File: config.mk
export PLATFORM = sky130hd
export DESIGN_NAME = i2cmem_seq
export DESIGN_NICKNAME = d
export VERILOG_FILES = /design/src/rtl/i2cmem_pkg.sv /design/src/rtl/i2cmem_buscond.sv /design/src/rtl/i2cmem_wrtimer.sv /design/src/rtl/i2cmem_seq.sv
export SDC_FILE = /design/constraint.sdc
export NUM_CORES = 1
export LEC_CHECK = 0
export BUFFER_PORTS_ARGS = -buffer_cell sky130_fd_sc_hd__buf_4
export CAP_MARGIN = 30
export CORE_MARGIN = 3
export CORE_UTILIZATION = 61
export CTS_BUF_LIST = sky130_fd_sc_hd__clkbuf_8
export CTS_CLUSTER_SIZE = 16
export DETAILED_ROUTE_END_ITERATION = 7
export GPL_ROUTABILITY_DRIVEN = 0
export GPL_TIMING_DRIVEN = 1
export PLACE_DENSITY = 0.83
export REMOVE_ABC_BUFFERS = 1
export SLEW_MARGIN = 15
export SYNTH_ARGS = -nofsm -noshare
export SYNTH_HDL_FRONTEND = slang
export SYNTH_SLANG_ARGS = --single-unit
File: constraint.sdc
create_clock -name clk -period 2.5 [get_ports clk]
set_input_delay 0.5 -clock clk [delete_from_list [all_inputs] [get_ports clk]]
set_output_delay 0.5 -clock clk [all_outputs]
set_load 0.02 [all_outputs]
File: src/rtl/i2cmem_pkg.sv
package i2cmem_pkg;

    typedef enum logic [3:0] {
        ST_IDLE,
        ST_SEL,
        ST_SEL_ACK,
        ST_AHI,
        ST_AHI_ACK,
        ST_ALO,
        ST_ALO_ACK,
        ST_WDAT,
        ST_WDAT_ACK,
        ST_RDAT,
        ST_RDAT_ACK
    } seq_state_e;

    typedef enum logic [1:0] {
        RG_MAIN = 2'd0,
        RG_PAGE = 2'd1,
        RG_CTRL = 2'd2
    } region_e;

    localparam logic [3:0] DEV_CODE = 4'b1010;

    function automatic region_e region_of(logic [2:0] bits);
        case (bits)
            3'b001:  return RG_PAGE;
            3'b100:  return RG_CTRL;
            default: return RG_MAIN;
        endcase
    endfunction

    function automatic logic region_valid(logic [2:0] bits);
        return (bits == 3'b000) || (bits == 3'b001) || (bits == 3'b100);
    endfunction

endpackage

File: src/rtl/i2cmem_buscond.sv
module i2cmem_buscond (
    input  logic clk,
    input  logic rst_n,
    input  logic scl_i,
    input  logic sda_i,
    output logic scl_rise_o,
    output logic scl_fall_o,
    output logic start_o,
    output logic stop_o
);
    logic scl_q, sda_q;

    always_ff @(posedge clk or negedge rst_n) begin
        if (!rst_n) begin
            scl_q <= 1'b1;
            sda_q <= 1'b1;
        end else begin
            scl_q <= scl_i;
            sda_q <= sda_i;
        end
    end

    assign scl_rise_o = scl_i && !scl_q;
    assign scl_fall_o = !scl_i && scl_q;
    assign start_o    = scl_i && scl_q && sda_q && !sda_i;
    assign stop_o     = scl_i && scl_q && !sda_q && sda_i;

endmodule

File: src/rtl/i2cmem_wrtimer.sv
module i2cmem_wrtimer #(
    parameter int CYCLES = 2000
) (
    input  logic clk,
    input  logic rst_n,
    input  logic launch_i,
    output logic busy_o
);
    localparam int CNT_W = $clog2(CYCLES + 1);

    logic [CNT_W-1:0] cnt_q;

    always_ff @(posedge clk or negedge rst_n) begin
        if (!rst_n)
            cnt_q <= '0;
        else if (launch_i)
            cnt_q <= CNT_W'(CYCLES);
        else if (cnt_q != '0)
            cnt_q <= cnt_q - CNT_W'(1);
    end

    assign busy_o = (cnt_q != '0);

    // a launch always yields a busy window
    p_launch_busy_r7: assert property (@(posedge clk) disable iff (!rst_n)
        launch_i |=> busy_o) else $error("launch without busy");

endmodule

File: src/rtl/i2cmem_seq.sv
module i2cmem_seq
    import i2cmem_pkg::*;
#(
    parameter int ADDR_W    = 12,
    parameter int ROW_W     = 5,
    parameter int WR_CYCLES = 2000
) (
    input  logic              clk,
    input  logic              rst_n,
    input  logic              scl_i,
    input  logic              sda_i,
    output logic              sda_pull_o,
    output logic [1:0]        mem_region_o,
    output logic [ADDR_W-1:0] mem_addr_o,
    output logic [7:0]        mem_wdata_o,
    output logic              mem_wr_o,
    output logic              mem_commit_o,
    output logic              mem_rd_o,
    input  logic [7:0]        mem_rdata_i,
    input  logic              wr_ok_i,
    output logic              busy_o
);
    localparam int HI_W = ADDR_W - 8;

    logic scl_rise, scl_fall, start_det, stop_det, busy;

    i2cmem_buscond u_cond (
        .clk       (clk),
        .rst_n     (rst_n),
        .scl_i     (scl_i),
        .sda_i     (sda_i),
        .scl_rise_o(scl_rise),
        .scl_fall_o(scl_fall),
        .start_o   (start_det),
        .stop_o    (stop_det)
    );

    seq_state_e        state_q;
    logic [7:0]        shreg_q;
    logic [3:0]        cnt_q;
    logic [ADDR_W-1:0] addr_q;
    region_e           region_q;
    logic              rw_q, ack_q, mack_q, wr_pend_q, rpt_q;
    logic [6:0]        prev_sel_q;

    logic rx_st, byte_done, sel_ok, wr_accept, rd_load, commit;
    logic [ADDR_W-1:0] row_inc, rd_inc;

    i2cmem_wrtimer #(.CYCLES(WR_CYCLES)) u_timer (
        .clk     (clk),
        .rst_n   (rst_n),
        .launch_i(commit),
        .busy_o  (busy)
    );

    assign rx_st     = (state_q == ST_SEL) || (state_q == ST_AHI) ||
                       (state_q == ST_ALO) || (state_q == ST_WDAT);
    assign byte_done = scl_fall && (cnt_q == 4'd8);
    assign sel_ok    = (shreg_q[7:4] == DEV_CODE) && region_valid(shreg_q[3:1]) && !busy &&
                       !(shreg_q[0] && rpt_q && (shreg_q[7:1] != prev_sel_q));
    assign wr_accept = (state_q == ST_WDAT) && byte_done && wr_ok_i;
    assign rd_load   = scl_fall && (((state_q == ST_SEL_ACK) && rw_q) ||
                                    ((state_q == ST_RDAT_ACK) && mack_q));
    assign commit    = stop_det && (state_q == ST_WDAT) && (cnt_q == 4'd1) && wr_pend_q;
    assign row_inc   = {addr_q[ADDR_W-1:ROW_W], addr_q[ROW_W-1:0] + ROW_W'(1)};
    assign rd_inc    = (region_q == RG_MAIN) ? addr_q + ADDR_W'(1) : row_inc;

    // state register and datapath
    always_ff @(posedge clk or negedge rst_n) begin
        if (!rst_n) begin
            state_q    <= ST_IDLE;
            shreg_q    <= '0;
            cnt_q      <= '0;
            addr_q     <= '0;
            region_q   <= RG_MAIN;
            rw_q       <= 1'b0;
            ack_q      <= 1'b0;
            mack_q     <= 1'b0;
            wr_pend_q  <= 1'b0;
            rpt_q      <= 1'b0;
            prev_sel_q <= '0;
        end else if (start_det) begin
            state_q   <= ST_SEL;
            cnt_q     <= '0;
            rpt_q     <= (state_q == ST_WDAT) && !wr_pend_q;
            wr_pend_q <= 1'b0;
        end else if (stop_det) begin
            state_q   <= ST_IDLE;
            wr_pend_q <= 1'b0;
            rpt_q     <= 1'b0;
        end else begin
            if (rx_st && scl_rise) begin
                shreg_q <= {shreg_q[6:0], sda_i};
                cnt_q   <= cnt_q + 4'd1;
            end
            unique case (state_q)
                ST_IDLE: ;
                ST_SEL: if (byte_done) begin
                    cnt_q <= '0;
                    if (sel_ok) begin
                        state_q  <= ST_SEL_ACK;
                        ack_q    <= 1'b1;
                        rw_q     <= shreg_q[0];
                        region_q <= region_of(shreg_q[3:1]);
                        if (!shreg_q[0]) prev_sel_q <= shreg_q[7:1];
                    end else begin
                        state_q <= ST_IDLE;
                    end
                end
                ST_AHI: if (byte_done) begin
                    cnt_q  <= '0;
                    addr_q[ADDR_W-1:8] <= shreg_q[HI_W-1:0];
                    ack_q  <= 1'b1;
                    state_q <= ST_AHI_ACK;
                end
                ST_ALO: if (byte_done) begin
                    cnt_q  <= '0;
                    addr_q[7:0] <= shreg_q;
                    ack_q  <= 1'b1;
                    state_q <= ST_ALO_ACK;
                end
                ST_WDAT: if (byte_done) begin
                    cnt_q   <= '0;
                    ack_q   <= wr_ok_i;
                    state_q <= ST_WDAT_ACK;
                    if (wr_ok_i) begin
                        wr_pend_q <= 1'b1;
                        addr_q    <= row_inc;
                    end
                end
                ST_SEL_ACK: if (scl_fall) begin
                    cnt_q <= '0;
                    if (rw_q) begin
                        state_q <= ST_RDAT;
                        shreg_q <= mem_rdata_i;
                        addr_q  <= rd_inc;
                    end else begin
                        state_q <= ST_AHI;
                    end
                end
                ST_AHI_ACK:  if (scl_fall) state_q <= ST_ALO;
                ST_ALO_ACK:  if (scl_fall) state_q <= ST_WDAT;
                ST_WDAT_ACK: if (scl_fall) state_q <= ST_WDAT;
                ST_RDAT: if (scl_fall) begin
                    if (cnt_q == 4'd7) begin
                        cnt_q   <= '0;
                        state_q <= ST_RDAT_ACK;
                    end else begin
                        shreg_q <= {shreg_q[6:0], 1'b0};
                        cnt_q   <= cnt_q + 4'd1;
                    end
                end
                ST_RDAT_ACK: begin
                    if (scl_rise) mack_q <= !sda_i;
                    if (scl_fall) begin
                        if (mack_q) begin
                            state_q <= ST_RDAT;
                            shreg_q <= mem_rdata_i;
                            addr_q  <= rd_inc;
                        end else begin
                            state_q <= ST_IDLE;
                        end
                    end
                end
                default: state_q <= ST_IDLE;
            endcase
        end
    end

    // outputs
    always_comb begin
        unique case (state_q)
            ST_SEL_ACK, ST_AHI_ACK, ST_ALO_ACK, ST_WDAT_ACK: sda_pull_o = ack_q;
            ST_RDAT: sda_pull_o = !shreg_q[7];
            default: sda_pull_o = 1'b0;
        endcase
        mem_region_o = region_q;
        mem_addr_o   = addr_q;
        mem_wdata_o  = shreg_q;
        mem_wr_o     = wr_accept;
        mem_commit_o = commit;
        mem_rd_o     = rd_load;
        busy_o       = busy;
    end

    // an accepted byte is acknowledged in the next slot
    p_wr_acked_r4: assert property (@(posedge clk) disable iff (!rst_n)
        mem_wr_o |=> sda_pull_o) else $error("accepted byte not acknowledged");

    // a select completing while busy never reaches acknowledge
    p_busy_nack_r7: assert property (@(posedge clk) disable iff (!rst_n)
        (busy && (state_q == ST_SEL) && byte_done) |=> (state_q != ST_SEL_ACK))
        else $error("select acknowledged while busy");

    // no write activity while busy
    p_no_wr_busy_r7: assert property (@(posedge clk) disable iff (!rst_n)
        busy_o |-> (!mem_wr_o && !mem_commit_o)) else $error("write while busy");

    // first driven bit follows the fetched byte's MSB
    p_fetch_msb_r8: assert property (@(posedge clk) disable iff (!rst_n)
        mem_rd_o |=> (sda_pull_o == !$past(mem_rdata_i[7]))) else $error("fetched MSB not driven");

    // the idle block stays off the bus
    p_idle_quiet_r1: assert property (@(posedge clk) disable iff (!rst_n)
        (state_q == ST_IDLE) |-> !sda_pull_o) else $error("pull while idle");

endmodule

==> flow_summary.json, run 1 <==
{
  "drtIter0Drc": 225,
  "rsz0062_at_grt": "no",
  "cap_viol_max_count": 0,
  "irDropWorstVdd_mv": 0.504,
  "ant_nets": 0,
  "fin_setup_tns_ns": 0,
  "wl_per_cell_um": 17.7,
  "grt_pass1_wl_um": 14000,
  "routed_wl_um": 8370,
  "drc": 0,
  "cp.arrival_ns": 1.92,
  "yosysMostFrequentCell": "dfrtp_1",
  "crit_required_ns": 2.00,
  "fill_cells": 398,
  "via_count": 3034,
  "critPathLaunchType": "flop",
  "fmax_mhz": 413,
  "cts_tree": "built",
  "area_growth_pct": 15.0,
  "synth-main-ff-cell": "dfrtp_1",
  "slew_headroom_pct": 54.0,
  "wl_met1_um": 3590,
  "syn_area_per_cell_um2": 9.27,
  "die_h_um": 80.5,
  "grt.overflow.total": 0,
  "crit_chain": "or4_4 > or3_4 > buf_4",
  "p_leak_nw": 1.70,
  "synth-async-reset-ratio_pct": 100,
  "die_area_um2": 6470,
  "power.density_nw_per_um2": 995,
  "routed_via_density": 6.40,
  "drt_pass1_iterations": 5,
  "synth-seq-area-share_pct": 40.8,
  "grtUsageTotal_pct": 27.8,
  "regArea_um2": 1380,
  "die_x_um": 80.5,
  "cts_sinks": 55,
  "root_buffer": "clkbuf_8",
  "cts_made_buffers": 5,
  "drv_slew": 0,
  "total_power_mw": 3.87,
  "io_pins": 40,
  "synth_area_um2": 3380,
  "port_buffers": 39,
  "clkLatencyLatePin_ns": 0.31,
  "setup_viol": 0,
  "worstMarginPinSlew_ns": 0.690,
  "hpwl_um": 6000,
  "synth-edff-count": 0,
  "cts_buffer_depth": 2,
  "htree_levels": 2,
  "hold_viol": 0,
  "start_util_pct": 64.6,
  "yosys.cell_types.count": 70,
  "clk_pin_slew_worst_paths_ns": 0.11,
  "grt_max_degree": 56,
  "min_path_type": "input pin to async pin",
  "core_um2": 5240,
  "postCtsHoldBufs": 0,
  "max_stage_delay_ns": 0.57,
  "yosysTopAreaCellShare_pct": 39.2,
  "synth_top_cell_by_area": "dfrtp_1",
  "cp_slowest_cell": "or4_4",
  "critPathKind": "flop to primary output",
  "diodes": 0,
  "wl_met3_um": 597,
  "finalCritPeriodShare_pct": 96.9,
  "grt_antenna_before_repair": 0,
  "routed-wl-met2_um": 3930,
  "cp-end-kind": "primary output",
  "multiInputGateArea_um2": 1890,
  "synth_area_leaders": "dfrtp_1 (39%), o21ai_0 (4.6%), nor2_1 (3.9%)",
  "r2r_cells": 5,
  "synthCells": 365,
  "ys_warn_count": 0,
  "drive_gt1_share_pct": 20.5,
  "grt_pass1_vias": 2900,
  "highest_layer": "met4",
  "rows": 26,
  "layout.nets": 422,
  "period_needed_ns": 2.42,
  "fin_skew_ns": 0.0131,
  "status": "finished clean",
  "synth_commonest_cells": "dfrtp_1 (53), nor2_1 (35), o21ai_0 (31)",
  "ys_ff_latch": 55,
  "crit_fanout": 8
}
sequential cells by signal, summed over array words and instances, names as in the netlist, 2 cells and up:
register       flops
prev_sel_q         7
state_q            4
u_timer.cnt_q     11
cnt_q              4
mem_wdata_o        8
mem_addr_o        12
mem_region_o       2
placed cells by master, fill, tap and decap left out, drive strengths merged, types with 3 or more instances in the layout:
master	n
dfrtp	53
buf	50
nor2	36
o21ai	33
nand2	24
nor2b	16
nor3	12
inv	12
a21oi	11
xor2	10
mux2	8
nand3	7
a221o	7
a31oi	7
xnor2	6
nand4	6
ha	6
clkbuf	6
nand2b	6
nor3b	6
and3	5
a22oi	4
mux2i	4
o211ai	4
or3	4
nand3b	3
and3b	3
o22a	3
o31ai	3
o21a	3
or3b	3
or4	3
o311ai	3
metal layers:
| metal | vias up | track usage, % |
|---|---|---|
| li1 | 1408 | - |
| met1 | 1470 | 37.4 |
| met2 | 125 | 45.6 |
| met3 | 31 | 4.15 |
| met4 | 0 | 10.1 |
| met5 | - | 0 |
worst max-delay path: cells and delay by family (launching register included):
family | cells | cell delay, ns
buffers and inverters | 1 | 0.18
DFF | 1 | 0.42
and+or+nand+nor | 2 | 1.01
area by class of cell:
type	instances	share of cell area (%)
multi-input combinational	280	48.5
sequential	55	35.4
timing repair buffer	50	9.65
tap	70	2.25
clock buffer	6	2.12
inverter	11	1.06
clock inverter	2	0.997
worst paths after layout:
check	slack, ns	from	to
max	0.08	u_timer.cnt_q[8]	busy_o
min in group clk	0.33	sda_i	u_cond.sda_q
max in group asynchronous	1.82	rst_n	rpt_q
max reg2reg	0.28	mem_wdata_o[6]	prev_sel_q[2]
min reg2reg	0.49	wr_pend_q	rpt_q
min	0.22	rst_n	mem_addr_o[2]
cell families (layout without fill, tap and decap cells):
kind of cell / count (synthesis) / after routing / synth area share, %
xor+xnor: 16 / 16 / 4.14
flops: 55 / 55 / 40.8
mux: 12 / 12 / 3.85
simple gates: 147 / 147 / 24.2
buf+inv: 30 / 69 / 3.77
compound gates: 99 / 99 / 21.0
fa+ha+maj: 6 / 6 / 2.22
stage by stage:
| step | utilization, % | std cells | area [um2] | worst slack [ns] | hold slack [ns] |
|---|---|---|---|---|---|
| final | 74.3 | 474 | 3890 | 0.0783 | 0.217 |
| after global routing | 74.3 | 474 | 3890 | 0.00238 | 0.256 |
| after CTS | 74.2 | 474 | 3880 | 0.0429 | 0.250 |
| after detailed placement | 71.8 | 466 | 3760 | 0.234 | 0.474 |
| after global placement | 71.8 | 466 | 3760 | 0.320 | 0.467 |
| after floorplan | - | 346 | 3300 | 0.359 | 0.204 |
power by group:
| group | internal (mW) | leakage (nW) | total (mW) | switching [mW] |
|---|---|---|---|---|
| clock network | 0.330 | 0.0618 | 0.631 | 0.301 |
| logic | 0.814 | 0.947 | 1.79 | 0.972 |
| registers | 1.09 | 0.691 | 1.45 | 0.364 |
timing repair:
item | in CTS | in global routing
buffers inserted | 0 | 0
gates resized for setup | 1 | 2
setup endpoints to repair | 1 | 2
(Power assumes the default switching activity.)
==> run 2: changes to the inputs <==
- CORE_UTILIZATION: 61 -> 59
- CTS_BUF_LIST: sky130_fd_sc_hd__clkbuf_8 -> sky130_fd_sc_hd__clkbuf_16
- GPL_TIMING_DRIVEN: 1 -> 0
- PLACE_DENSITY: 0.83 -> 0.81
- SLEW_MARGIN: 15 -> 40
==> flow_summary.json, run 2 (synthesized netlist as in run 1, its figures left out) <==
{
  "status": "finished clean",
  "ant_nets": 0,
  "rows": 26,
  "rsz0062_at_grt": "no",
  "power.density_nw_per_um2": 998,
  "hold_viol": 0,
  "cp_slowest_cell": "or4_4",
  "slew_headroom_pct": 53.6,
  "r2r-end": "prev_sel_q[2]",
  "grtUsageTotal_pct": 27.0,
  "cp.arrival_ns": 1.94,
  "worstMarginPinSlew_ns": 0.696,
  "cts_buffer_depth": 2,
  "drv_slew": 0,
  "grt_antenna_before_repair": 0,
  "postLayoutSetupSlackWorst_ns": 0.0637,
  "routed_via_density": 6.38,
  "crit_required_ns": 2.00,
  "routed_wl_um": 8410,
  "max_stage_delay_ns": 0.59,
  "layout_common_cells": "dfrtp_1 (49), buf_4 (39), nor2_1 (33)",
  "start_util_pct": 63.4,
  "die_x_um": 81.7,
  "final_common_cell": "dfrtp_1",
  "netSwitchingPower_mw": 1.65,
  "wl_per_cell_um": 18.2,
  "clk_pin_slew_worst_paths_ns": 0.07,
  "grt_pass1_wl_um": 14000,
  "cts_sinks": 55,
  "htree_levels": 2,
  "cap_viol_max_count": 0,
  "regToRegSetupSlack_ns": 0.18,
  "power_frac_clock_pct": 18.0,
  "clkLatencyLatePin_ns": 0.29,
  "largest_register_ffs": 12,
  "diodes": 0,
  "critPathTopFamily": "simple AND/OR/NAND/NOR gates",
  "area_growth_pct": 14.2,
  "drive_gt1_share_pct": 19.6,
  "post_cts_resized": 8,
  "fin_skew_ns": 0.00806,
  "post-cts-setup-buffers": 0,
  "grt.overflow.total": 0,
  "min_path_type": "input pin to async pin",
  "hpwl_um": 5790,
  "critPathBufInv": 1,
  "fin_setup_tns_ns": 0,
  "crit_fanout": 8,
  "drtIter0Drc": 219,
  "critPathKind": "flop to primary output",
  "dp.cells": 455,
  "final_cell_count_no_fill": 463,
  "grt_pass1_vias": 2853,
  "pre_cts_ws_ns": -0.137,
  "critPathLaunchType": "flop",
  "period_needed_ns": 2.44,
  "p_leak_nw": 1.65,
  "core_um2": 5340,
  "fin_area_um2": 3860,
  "cts_tree": "built",
  "via_count": 2956,
  "power_frac_seq_pct": 41.6,
  "r2r_cells": 5,
  "layout.nets": 411,
  "cp-end-kind": "primary output",
  "io_pins": 40,
  "irDropWorstVdd_mv": 0.889,
  "drt_pass1_iterations": 5,
  "total_power_mw": 3.85,
  "port_buffers": 39,
  "die_area_um2": 6680,
  "power.internal_mw": 2.20,
  "drc": 0,
  "grt_max_degree": 56,
  "die_h_um": 81.7,
  "finalCritPeriodShare_pct": 97.5,
  "postCtsHoldBufs": 0,
  "cts_made_buffers": 5,
  "placed_area_um2": 3680,
  "setup_viol": 0,
  "root_buffer": "clkbuf_16",
  "rr_startpoint": "u_timer.cnt_q[8]",
  "p_sw_share_pct": 42.9,
  "crit_chain": "or4_4 > or3_4 > buf_4",
  "fmax_mhz": 410,
  "power_frac_comb_pct": 40.4
}
==> run 2: changes by cell type in the layout (fill, tap and decap cells not counted), moves of 2 or more <==
cell,change
clkbuf_16,+5
clkbuf_8,-6
dfrtp_2,+2
dfrtp_1,-4
buf_4,-11
dfrtp_4,+2
==> run 2: how the worst max path moves through the flow <==
stage                      from            end  cells after the start
2_1_floorplan        state_q[3]  mem_addr_o[4]                      4
3_3_place_gp         state_q[1]       mem_rd_o                      4
3_5_place_dp         state_q[1]       mem_rd_o                      4
4_1_cts              state_q[1]       mem_rd_o                      4
5_1_grt            u_cond.scl_q       mem_wr_o                      4
6_report       u_timer.cnt_q[8]         busy_o                      3
==> run 2: metal layers <==
| metal | global-route usage (%) | wire length, um |
|---|---|---|
| met5 | 0 | 0 |
| met4 | 8.64 | 159 |
| met3 | 5.81 | 643 |
| met2 | 42.3 | 3930 |
| met1 | 37.5 | 3680 |
==> run 2: worst reg2reg max path, cell delays in order (launching register included) <==
cell and delay, ns:
dfrtp_1 0.43, or4_4 0.59, nor3_1 0.28, nand4_1 0.20
nor2_2 0.35, mux2_1 0.36
==> run 2: layout make-up <==
type,count,area [um2]
Sequential cell,55,1390
Tap cell,70,87.6
Timing Repair Buffer,39,293
Clock inverter,3,20.0
Multi-Input combinational cell,280,1910
Fill cell,420,1470
Clock buffer,5,125
Inverter,11,41.3
==> run 2: power groups by stage <==
stage                     sequential, mW  combinational, mW  clock (mW)
after CTS                           1.57               1.55       0.698
after global placement              1.56               1.47           0
after floorplan                     1.59              0.915           0
after global routing                1.65               1.72       0.739
final                               1.60               1.55       0.695
after detailed placement            1.57               1.53           0
==> run 2: stage by stage <==
stage	utilization (%)	hold WS, ns
floorplan	-	0.204
global placement	68.9	0.468
detailed placement	69.0	0.481
CTS	72.1	0.283
global route	72.4	0.305
finish	72.4	0.243
==> run 3: changes to the inputs <==
- CELL_PAD_IN_SITES_DETAIL_PLACEMENT: default -> 0
- CELL_PAD_IN_SITES_GLOBAL_PLACEMENT: default -> 1
- CORE_UTILIZATION: 59 -> 40
- PLACE_DENSITY: 0.81 -> default
- PLACE_DENSITY_LB_ADDON: default -> 0.1
==> flow_summary.json, run 3 (synthesized netlist as in run 1, its figures left out) <==
{
  "die_area_um2": 9590,
  "fin_area_um2": 3920,
  "cp-startpoint": "state_q[3]",
  "area_growth_pct": 16.0,
  "met1_usage_pct": 25.6,
  "via_count": 2909,
  "crit_required_ns": 2.00,
  "grt_pass1_wl_um": 14800,
  "crit_end": "sda_pull_o",
  "root_buffer": "clkbuf_16",
  "rsz0062_at_grt": "no",
  "hpwl_um": 6220,
  "period_needed_ns": 2.43,
  "drv_slew": 0,
  "r2r_cells": 5,
  "power.density_nw_per_um2": 985,
  "cts_tree": "built",
  "postCtsHoldBufs": 0,
  "critPathKind": "flop to primary output",
  "status": "finished clean",
  "hold_viol": 0,
  "placed_area_um2": 3720,
  "clkLatencyLatePin_ns": 0.29,
  "finalCritPeriodShare_pct": 97.3,
  "largest_register_ffs": 12,
  "worstMarginPinSlew_ns": 0.730,
  "ant_nets": 0,
  "critPathLaunchType": "flop",
  "fin_skew_ns": 0.00812,
  "regToRegSetupSlack_ns": 0.16,
  "rows": 32,
  "grtUsageTotal_pct": 18.8,
  "cp-end-kind": "primary output",
  "die_x_um": 98.0,
  "cp.arrival_ns": 1.93,
  "cts_sinks": 55,
  "dp.cells": 487,
  "htree_levels": 2,
  "fmax_mhz": 411,
  "crit_fanout": 26,
  "final_common_cell": "dfrtp_1",
  "grt_pass1_vias": 2863,
  "min_path_type": "input pin to async pin",
  "cts_buffer_depth": 2,
  "pre_cts_ws_ns": -0.197,
  "irDropWorstVdd_mv": 0.362,
  "grt_max_degree": 56,
  "postLayoutSetupSlackWorst_ns": 0.0678,
  "clk_pin_slew_worst_paths_ns": 0.08,
  "drive_gt1_share_pct": 20.3,
  "start_util_pct": 42.4,
  "grt_util_met3_pct": 3.07,
  "wl_per_cell_um": 17.7,
  "rr_startpoint": "u_timer.cnt_q[8]",
  "io_pins": 40,
  "setup_viol": 0,
  "gr-usage-met2_pct": 30.9,
  "core_um2": 7970,
  "layout_common_cells": "dfrtp_1 (49), buf_4 (41), nor2_1 (33)",
  "slew_headroom_pct": 51.3,
  "routed_wl_um": 8780,
  "routed_via_density": 5.85,
  "port_buffers": 39,
  "drtIter0Drc": 183,
  "cts_made_buffers": 5,
  "drt_pass1_iterations": 4,
  "cap_viol_max_count": 0,
  "grt_busiest_layer": "met2",
  "r2r-end": "mem_region_o[1]",
  "diodes": 0,
  "grt_antenna_before_repair": 0,
  "final_cell_count_no_fill": 497,
  "layout.nets": 413,
  "die_h_um": 98.0,
  "drc": 0,
  "grt.overflow.total": 0,
  "p_leak_nw": 1.67
}
-- run 3: worst max-delay path, stage by stage (launching register included) --
cell and delay (ns):
dfrtp_2 0.62, or3b_2 0.52, o21ai_0 0.29, buf_4 0.20
-- run 3: worst min path at each step --
stage,start,endpoint,slack (ns)
global placement,prev_sel_q[4],prev_sel_q[4],0.47
finish,rst_n,mem_addr_o[2],0.25
detailed placement,wr_pend_q,rpt_q,0.48
floorplan,rst_n,ack_q,0.20
global route,rst_n,mem_addr_o[2],0.31
CTS,rst_n,mem_addr_o[2],0.29
-- run 3: what timing repair did --
item	in CTS	in global routing
cloned	0	0
setup buffers	0	2
endpoints found under the setup margin	4	4
gates resized for setup	8	5
-- run 3: where the power goes --
part           leakage [nW]  switching [mW]  internal (mW)
Clock                0.0722           0.335          0.376
Sequential            0.687           0.509           1.10
Combinational         0.909           0.810          0.735
-- run 3: layout make-up --
type / count / area, um2
tap: 102 / 128
multi-input combinational: 280 / 1910
timing repair buffer: 41 / 308
inverter: 11 / 41.3
clock inverter: 3 / 21.3
clock buffer: 5 / 125
sequential: 55 / 1390
fill: 770 / 4050
-- run 3: through the flow --
stage / util, % / total power, mW / hold slack [ns] / setup TNS, ns
after floorplan: - / 2.50 / 0.204 / 0
after CTS: 48.8 / 3.88 / 0.295 / 0
after global placement: 46.6 / 3.10 / 0.469 / -0.269
after global routing: 49.2 / 4.16 / 0.306 / 0
final: 49.2 / 3.86 / 0.245 / 0
after detailed placement: 46.7 / 3.13 / 0.476 / -0.197
-- run 3: routing by layer --
metal | vias up | part of all wire, %
met5 | - | 0
met4 | 0 | 1.0
met3 | 10 | 3.4
met2 | 66 | 50
met1 | 1433 | 46
li1 | 1400 | -
